[src/rtl/arb_pkg.sv]
package arb_pkg;

  // Bus phase derived from the grant register
  typedef enum logic {
    PH_FREE = 1'b0,
    PH_HELD = 1'b1
  } arb_phase_e;

  // Wrap a value in [0, 2n) into [0, n)
  function automatic int unsigned wrap_idx(input int unsigned v, input int unsigned n);
    return (v >= n) ? v - n : v;
  endfunction

endpackage

[src/rtl/arb_lfsr.sv]
module arb_lfsr #(
  parameter int          STATE_W = 16,
  parameter logic [STATE_W-1:0] SEED = 16'hACE1,
  parameter logic [STATE_W-1:0] TAPS = 16'hB400,
  parameter int          OUT_W   = 2
) (
  input  logic             clk,
  input  logic             rst,
  output logic [OUT_W-1:0] rnd
);

  logic [STATE_W-1:0] state_q;
  logic               fb;

  assign fb  = ^(state_q & TAPS);
  assign rnd = state_q[OUT_W-1:0];

  always_ff @(posedge clk) begin
    if (rst) state_q <= SEED;
    else     state_q <= {state_q[STATE_W-2:0], fb};
  end

endmodule

[src/rtl/arb_pick.sv]
module arb_pick
  import arb_pkg::*;
#(
  parameter int N_INIT = 4,
  parameter int IDX_W  = 2
) (
  input  logic [N_INIT-1:0] req,
  input  logic [IDX_W-1:0]  rnd,
  output logic [N_INIT-1:0] win,
  output logic              any
);

  localparam bit POW2 = ((1 << IDX_W) == N_INIT);

  logic [IDX_W-1:0] start;

  generate
    if (POW2) begin : g_direct
      assign start = rnd;
    end else begin : g_fold
      assign start = IDX_W'(wrap_idx(int'(rnd), N_INIT));
    end
  endgenerate

  always_comb begin
    logic             found;
    logic [IDX_W-1:0] idx;
    win   = '0;
    found = 1'b0;
    for (int k = 0; k < N_INIT; k++) begin
      idx = IDX_W'(wrap_idx(int'(start) + k, N_INIT));
      if (!found && req[idx]) begin
        win[idx] = 1'b1;
        found    = 1'b1;
      end
    end
    any = found;
  end

endmodule

[src/rtl/arb_grant_ctrl.sv]
module arb_grant_ctrl
  import arb_pkg::*;
#(
  parameter int N_INIT = 4
) (
  input  logic              clk,
  input  logic              rst,
  input  logic [N_INIT-1:0] req,
  input  logic [N_INIT-1:0] win,
  input  logic              any,
  output logic [N_INIT-1:0] grant
);

  logic [N_INIT-1:0] grant_q;
  logic [N_INIT-1:0] grant_d;
  arb_phase_e        phase;
  logic              owner_keeps;

  assign phase       = (|grant_q) ? PH_HELD : PH_FREE;
  assign owner_keeps = |(grant_q & req);

  always_comb begin
    grant_d = grant_q;
    unique case (phase)
      PH_FREE: grant_d = any ? win : '0;
      PH_HELD: if (!owner_keeps) grant_d = '0;
      default: grant_d = '0;
    endcase
  end

  always_ff @(posedge clk) begin
    if (rst) grant_q <= '0;
    else     grant_q <= grant_d;
  end

  assign grant = grant_q;

endmodule

[src/rtl/rand_bus_arbiter.sv]
module rand_bus_arbiter #(
  parameter int          N_INIT  = 4,
  parameter int          LFSR_W  = 16,
  parameter logic [LFSR_W-1:0] SEED = 16'hACE1,
  parameter logic [LFSR_W-1:0] TAPS = 16'hB400
) (
  input  logic              clk,
  input  logic              rst,
  input  logic [N_INIT-1:0] req,
  output logic [N_INIT-1:0] grant
);

  localparam int IDX_W = (N_INIT > 1) ? $clog2(N_INIT) : 1;

  logic [IDX_W-1:0]  rnd;
  logic [N_INIT-1:0] win;
  logic              any;

  arb_lfsr #(
    .STATE_W (LFSR_W),
    .SEED    (SEED),
    .TAPS    (TAPS),
    .OUT_W   (IDX_W)
  ) u_lfsr (
    .clk (clk),
    .rst (rst),
    .rnd (rnd)
  );

  arb_pick #(
    .N_INIT (N_INIT),
    .IDX_W  (IDX_W)
  ) u_pick (
    .req (req),
    .rnd (rnd),
    .win (win),
    .any (any)
  );

  arb_grant_ctrl #(
    .N_INIT (N_INIT)
  ) u_ctrl (
    .clk   (clk),
    .rst   (rst),
    .req   (req),
    .win   (win),
    .any   (any),
    .grant (grant)
  );

endmodule

[config.mk]
export PLATFORM = sky130hd
export DESIGN_NAME = rand_bus_arbiter
export DESIGN_NICKNAME = d
export VERILOG_FILES = /design/src/rtl/arb_pkg.sv /design/src/rtl/arb_lfsr.sv /design/src/rtl/arb_pick.sv /design/src/rtl/arb_grant_ctrl.sv /design/src/rtl/rand_bus_arbiter.sv
export SDC_FILE = /design/constraint.sdc
export NUM_CORES = 1
export LEC_CHECK = 0
export BUFFER_PORTS_ARGS = -buffer_cell sky130_fd_sc_hd__buf_2
export CORE_UTILIZATION = 60
export DETAILED_ROUTE_END_ITERATION = 10
export HOLD_SLACK_MARGIN = 0.03
export PLACE_DENSITY = 0.8
export RECOVER_POWER = 100
export SKIP_LAST_GASP = 1
export SLEW_MARGIN = 25
export SYNTH_ARGS = -nofsm -noshare
export SYNTH_HDL_FRONTEND = slang
export SYNTH_SLANG_ARGS = --single-unit
[constraint.sdc]
create_clock -name clk -period 3.73 [get_ports clk]
set_clock_uncertainty 0.05 [all_clocks]
set_input_delay 0.373 -clock clk [delete_from_list [all_inputs] [get_ports clk]]
set_output_delay 0.373 -clock clk [all_outputs]
set_load 0.01 [all_outputs]
==> results of run 1 <==
[metrics by stage]
stage               cells  instance area (um2)  hold WS, ns  utilization [%]  total power [mW]
detailed placement    142                 1160        0.349             67.2             0.454
global placement      142                 1160        0.344             67.2             0.446
global route          146                 1190        0.390             69.0             0.611
floorplan             111                 1100        0.339                -             0.403
finish                146                 1190        0.372             69.0             0.577
CTS                   146                 1200        0.364             69.3             0.578
[worst max-delay path, stage by stage, from the launching register on]
cell       delay (ns)
dfxtp_1          0.65
inv_1            0.27
ha_1             0.46
mux2_1           0.40
and3_1           0.20
a2111oi_0        0.58
o211ai_1         0.18
[cell usage after synthesis, drive strengths merged]
library cell | instances | area share, %
xor2 | 2 | 1.6
a22oi | 2 | 1.4
a21oi | 1 | 0.46
mux2i | 4 | 4.3
o21ai | 4 | 1.8
clkbuf | 2 | 0.68
nor2b | 6 | 3.4
nor2 | 2 | 0.68
o211ai | 8 | 5.5
xnor2 | 1 | 0.80
o22ai | 4 | 2.3
nor3 | 1 | 1.5
inv | 3 | 1.0
or2 | 7 | 4.0
nand2 | 8 | 2.7
nor4 | 1 | 0.57
mux2 | 3 | 3.1
or4 | 1 | 0.68
nand3b | 2 | 1.4
dfxtp | 20 | 36
or3b | 2 | 1.6
nand2b | 5 | 2.9
and3 | 8 | 4.6
buf | 1 | 0.46
a2111oi | 6 | 8.2
ha | 7 | 8.0
[registers in the layout, indices dropped and copies added (netlist names)]
name / count
u_lfsr.state_q: 16
u_ctrl.grant: 4
[path summary, 6_finish.rpt]
kind | start | to | slack, ns | depth (start not counted)
worst max-delay path | u_lfsr.state_q[0]$_SDFF_PP1_ | u_ctrl.grant[1]$_SDFFE_PP0P_ | 0.81 | 6
worst min register to register | u_lfsr.state_q[4]$_SDFF_PP0_ | u_lfsr.state_q[5]$_SDFF_PP1_ | 0.37 | 1
worst max register to register | u_lfsr.state_q[0]$_SDFF_PP1_ | u_ctrl.grant[1]$_SDFFE_PP0P_ | 0.81 | 6
worst min-delay path | u_lfsr.state_q[4]$_SDFF_PP0_ | u_lfsr.state_q[5]$_SDFF_PP1_ | 0.37 | 1
[logic make-up (layout without fill, tap and decap cells)]
| kind of cell | after synthesis | in the layout | share of synthesized area (%) |
|---|---|---|---|
| fa+ha+maj | 7 | 7 | 7.98 |
| flops | 20 | 20 | 36.5 |
| compound gates | 25 | 25 | 19.6 |
| mux | 7 | 7 | 7.41 |
| simple gates | 43 | 43 | 23.9 |
| xor+xnor | 3 | 3 | 2.39 |
| buf+inv | 6 | 16 | 2.17 |
[power groups by stage]
| stage | registers, mW | clock network, mW | logic [mW] |
|---|---|---|---|
| after floorplan | 0.266 | 0 | 0.136 |
| after global placement | 0.269 | 0 | 0.177 |
| after detailed placement | 0.271 | 0 | 0.183 |
| after CTS | 0.266 | 0.128 | 0.184 |
| after global routing | 0.272 | 0.139 | 0.200 |
| final | 0.267 | 0.128 | 0.183 |
[per-layer routing]
layer | vias to the layer above | wire, um
met5 | - | 0
met4 | 0 | 44
met3 | 5 | 148
met2 | 38 | 991
met1 | 393 | 936
li1 | 425 | -
[area by class of cell]
type,instances,area (um2)
sequential,20,400
multi-input combinational,85,673
clock buffer,4,36.3
timing repair buffer,9,38.8
fill,140,536
inverter,3,11.3
tap,25,31.3
==> out/qor.txt, run 1 <==
Worst EP required -> 3.86 ns
gr ovfl total -> 0
crit path kind -> reg2reg
combinational share of power -> 31.7%
largest net degree at the start of global routing -> 19
post-synthesis net count -> 124
Clock transition at path regs -> 0.11 ns
Top Ports -> 10
HPWL after detailed placement -> 1560 um
CORE AREA -> 0.00173 mm2
clk_lat worst skew -> 0.31 ns
Final Setup Violations -> 0
status -> complete, no violations
Post-CTS Setup Inserts -> 0
Area Growth Syn to Fin -> 8.55%
routed len/inst -> 14.5 um
RePlAce Congestion -> 0.984
Netlist cell types -> 29
Final nets -> 135
final cycle utilization of the critical path -> 78.2%
maximum vdd drop -> 0.000269 V
Sw Ratio -> 35.0%
YS warnings -> 0
Via Count -> 861
syn avg cell area -> 9.89 um2
max-cap violations -> 0
Max clock buf depth -> 2
first-pass GRT wire length -> 3540 um
post-synthesis cell area -> 0.00110 mm2
sequential share of power -> 46.2%
Max-slew headroom -> 54.6%
pwr dens -> 485 mW/mm2
Peak Freq -> 343 MHz
sequential-to-total area share from yosys stat -> 36.5%
CTS HTree Levels -> 1
share of layout cells above drive strength 1 -> 17.4%
Worst setup SP type -> flop
most frequent cells in the layout -> dfxtp_1, nand2_1, and3_1, o211ai_1
crit path capture type -> flop
commonest non-fill, non-tap cell in the layout -> dfxtp_1
I/O Buffers -> 9
met1 Track Usage GR -> 29.8%
TritonCTS buffer count -> 3
post-route setup slack -> 0.814 ns
cts hold-fix bufs -> 0
switching pwr -> 0.202 mW
DIE HEIGHT -> 44.8 um
initial antenna violation count -> 0
Antenna Nets Post-Route -> 0
first-iteration detailed-routing DRC count -> 43
vias in the first global route -> 856
met2 usage -> 42.1%
GRT Util Overall -> 25.1%
unrepaired setup endpoints after global routing -> no
DRC viols -> 0
Tightest Pin Transition -> 0.681 ns
Vias per Instance -> 5.90
Post-Route WL -> 2120 um
Initial Util -> 63.6%
crit-path max FO -> 15
WP data arrival -> 3.05 ns
clk sinks -> 20
GR Util met3 -> 6.00%
DRT Pass-1 Iters -> 4
Pint -> 0.375 mW
busiest grt layer -> met2
Seq cells post-synth -> 20
total die area -> 0.00200 mm2
clock group share of total power -> 22.1%
Tmin final -> 2.92 ns
post-synthesis cell count -> 111
Worst Hold Class -> reg2reg
P_leak -> 0.458 nW
Place WS -> 0.953 ns
CTS tree -> done
setup TNS -> 0 ns
Antenna diodes -> 0
Slew Limit Fails -> 0
clk root buf -> clkbuf_4
Final Hold Viols -> 0
# rows -> 15
Die Wd -> 44.8 um
post-CTS sizing -> 0
Power figures use the tool's default switching activity.
==> inputs of run 2 (changes only) <==
--- a/config.mk
+++ b/config.mk
@@ -6,10 +6,10 @@
 export NUM_CORES = 1
 export LEC_CHECK = 0
 export BUFFER_PORTS_ARGS = -buffer_cell sky130_fd_sc_hd__buf_2
-export CORE_UTILIZATION = 60
+export CORE_UTILIZATION = 57
 export DETAILED_ROUTE_END_ITERATION = 10
 export HOLD_SLACK_MARGIN = 0.03
-export PLACE_DENSITY = 0.8
+export PLACE_DENSITY = 0.77
 export RECOVER_POWER = 100
 export SKIP_LAST_GASP = 1
 export SLEW_MARGIN = 25
==> constraint.sdc (replaced) <==
create_clock -name clk -period 2.9 [get_ports clk]
set_clock_uncertainty 0.05 [all_clocks]
set_input_delay 0.29 -clock clk [delete_from_list [all_inputs] [get_ports clk]]
set_output_delay 0.29 -clock clk [all_outputs]
set_load 0.01 [all_outputs]
==> out/qor.txt, run 2 (synthesis gave the netlist of run 1 again) <==
status -> complete, no violations
Vias per Instance -> 5.80 (-1.6%)
clk_lat worst skew -> 0.29 ns (-0.02 ns)
Post-Route WL -> 2020 um (-5.0%)
Final Hold Viols -> 0 (unchanged)
routed len/inst -> 13.7 um (-5.6%)
share of layout cells above drive strength 1 -> 18.9% (+1.5 points)
Reg2Reg Depth -> 6 (unchanged)
Max-slew headroom -> 65.2% (+11 points)
Hold Path Stages -> 2 (+1)
crit path kind -> reg2reg
unrepaired setup endpoints after global routing -> no
first-pass GRT wire length -> 3180 um (-10%)
clk sinks -> 20 (unchanged)
Die Wd -> 45.9 um (+2.5%)
most flop-heavy register -> u_lfsr.state_q
cts hold-fix bufs -> 0 (unchanged)
switching pwr -> 0.246 mW (+22%)
Tmin final -> 2.63 ns (-0.290 ns)
critical path depth in cells -> 6 (unchanged)
Multi-input gate area -> 673 um2 (unchanged)
Peak Freq -> 381 MHz (+11%)
sequential share of power -> 45.8% (-0.4 points)
Top Ports -> 10 (unchanged)
Slew Limit Fails -> 0 (unchanged)
DIE HEIGHT -> 45.9 um (+2.5%)
Antenna diodes -> 0 (unchanged)
CP top delay family -> compound AO/OA/AOI/OAI gates
final cycle utilization of the critical path -> 90.5% (+12 points)
Place WS -> 0.352 ns (-0.601 ns)
clk root buf -> clkbuf_4
Via Count -> 853 (-0.93%)
I/O Buffers -> 9 (unchanged)
most frequent cells in the layout -> dfxtp_1, nand2_1, and3_1, o211ai_1
Overall Power -> 0.732 mW (+27%)
largest net degree at the start of global routing -> 19 (unchanged)
Initial Util -> 62.2% (-1.4 points)
highest-delay cell along the critical path -> dfxtp_1
total die area -> 0.00210 mm2 (+5.0%)
post-route setup slack -> 0.274 ns (-0.540 ns)
Pint -> 0.486 mW (+29%)
crit path capture type -> flop
GRT Util Overall -> 21.4% (-3.8 points)
Final nets -> 136 (+0.74%)
initial antenna violation count -> 0 (unchanged)
combinational share of power -> 33.3% (+1.6 points)
clock group share of total power -> 20.9% (-1.2 points)
# rows -> 15 (unchanged)
slowest stage delay, CP -> 0.59 ns (-0.06 ns)
Critical Path, Cell by Cell -> inv_1, ha_1, mux2_1, and3_1, a2111oi_0, o211ai_1
first-iteration detailed-routing DRC count -> 24 (-44%)
Area Growth Syn to Fin -> 9.35%
post-CTS sizing -> 0 (unchanged)
Sw Ratio -> 33.6% (-1.3 points)
final-layout fill cell count -> 149 (+6.4%)
CTS tree -> done
Final Setup Violations -> 0 (unchanged)
P_leak -> 0.465 nW (+1.6%)
RePlAce Congestion -> 0.872 (-11%)
Hold WS -> 0.298 ns (-0.0739 ns)
DRC viols -> 0 (unchanged)
CORE AREA -> 0.00176 mm2 (+2.2%)
crit-path max FO -> 14 (-1)
Worst Hold Class -> in2reg
Post-CTS Setup Inserts -> 0 (unchanged)
Clock transition at path regs -> 0.10 ns (about the same)
pwr dens -> 610 mW/mm2 (+26%)
Buffers & Inverters on Critical Path -> 1 (unchanged)
Worst EP required -> 3.02 ns (-0.84 ns)
Max clock buf depth -> 2 (unchanged)
setup TNS -> 0 ns (unchanged)
Antenna Nets Post-Route -> 0 (unchanged)
FF+latch area -> 400 um2 (unchanged)
Worst setup SP type -> flop
DRT Pass-1 Iters -> 4 (unchanged)
Tightest Pin Transition -> 0.509 ns (-0.173 ns)
TritonCTS buffer count -> 3 (unchanged)
max reg flops -> 16 (unchanged)
commonest non-fill, non-tap cell in the layout -> dfxtp_1
WP data arrival -> 2.75 ns (-0.30 ns)
CTS HTree Levels -> 1 (unchanged)
gr ovfl total -> 0 (unchanged)
HPWL after detailed placement -> 1450 um (-6.9%)
maximum vdd drop -> 0.000430 V (+60%)
vias in the first global route -> 729 (-15%)
max-cap violations -> 0 (unchanged)
run 2: cell types whose count changed in the layout (fill, tap and decap cells not counted):
cell      change
clkbuf_1      -1
buf_2         +1
buf_4         +1
run 2: power groups by stage:
stage,clock (mW),combinational (mW),sequential (mW)
2_1_floorplan,0,0.176,0.343
3_3_place_gp,0,0.241,0.339
3_5_place_dp,0,0.245,0.341
4_1_cts,0.160,0.247,0.334
5_1_grt,0.173,0.265,0.340
6_report,0.153,0.243,0.335
run 2: final cells by class:
| cell class | instances | area share, % |
|---|---|---|
| multi-input cells | 85 | 56.1 |
| flip-flops and latches | 20 | 33.4 |
| inverters | 3 | 0.938 |
| well taps | 25 | 2.61 |
| clock buffers | 4 | 3.02 |
| repair buffers | 10 | 3.96 |
run 2: layer usage:
layer	vias to the layer above	GRT usage (%)	wire, um
met5	-	0	0
met4	0	11.8	84
met3	10	7.14	88
met2	25	33.2	899
met1	387	25.6	943
li1	431	-	-
run 2: final timing paths:
| kind | start | end | slack, ns |
|---|---|---|---|
| setup / recovery | u_lfsr.state_q[1]$_SDFF_PP0_ | u_ctrl.grant[1]$_SDFFE_PP0P_ | 0.27 |
| hold / removal | rst | u_lfsr.state_q[1]$_SDFF_PP0_ | 0.30 |
| setup reg to reg | u_lfsr.state_q[1]$_SDFF_PP0_ | u_ctrl.grant[1]$_SDFFE_PP0P_ | 0.27 |
| hold reg to reg | u_lfsr.state_q[5]$_SDFF_PP1_ | u_lfsr.state_q[6]$_SDFF_PP1_ | 0.37 |
run 2: through the flow:
stage | instance area [um2] | util [%] | cells
4_1_cts | 1200 | 68.3 | 147
5_1_grt | 1200 | 68.0 | 147
2_1_floorplan | 1100 | - | 111
6_report | 1200 | 68.0 | 147
3_5_place_dp | 1170 | 66.2 | 143
3_3_place_gp | 1170 | 66.2 | 143
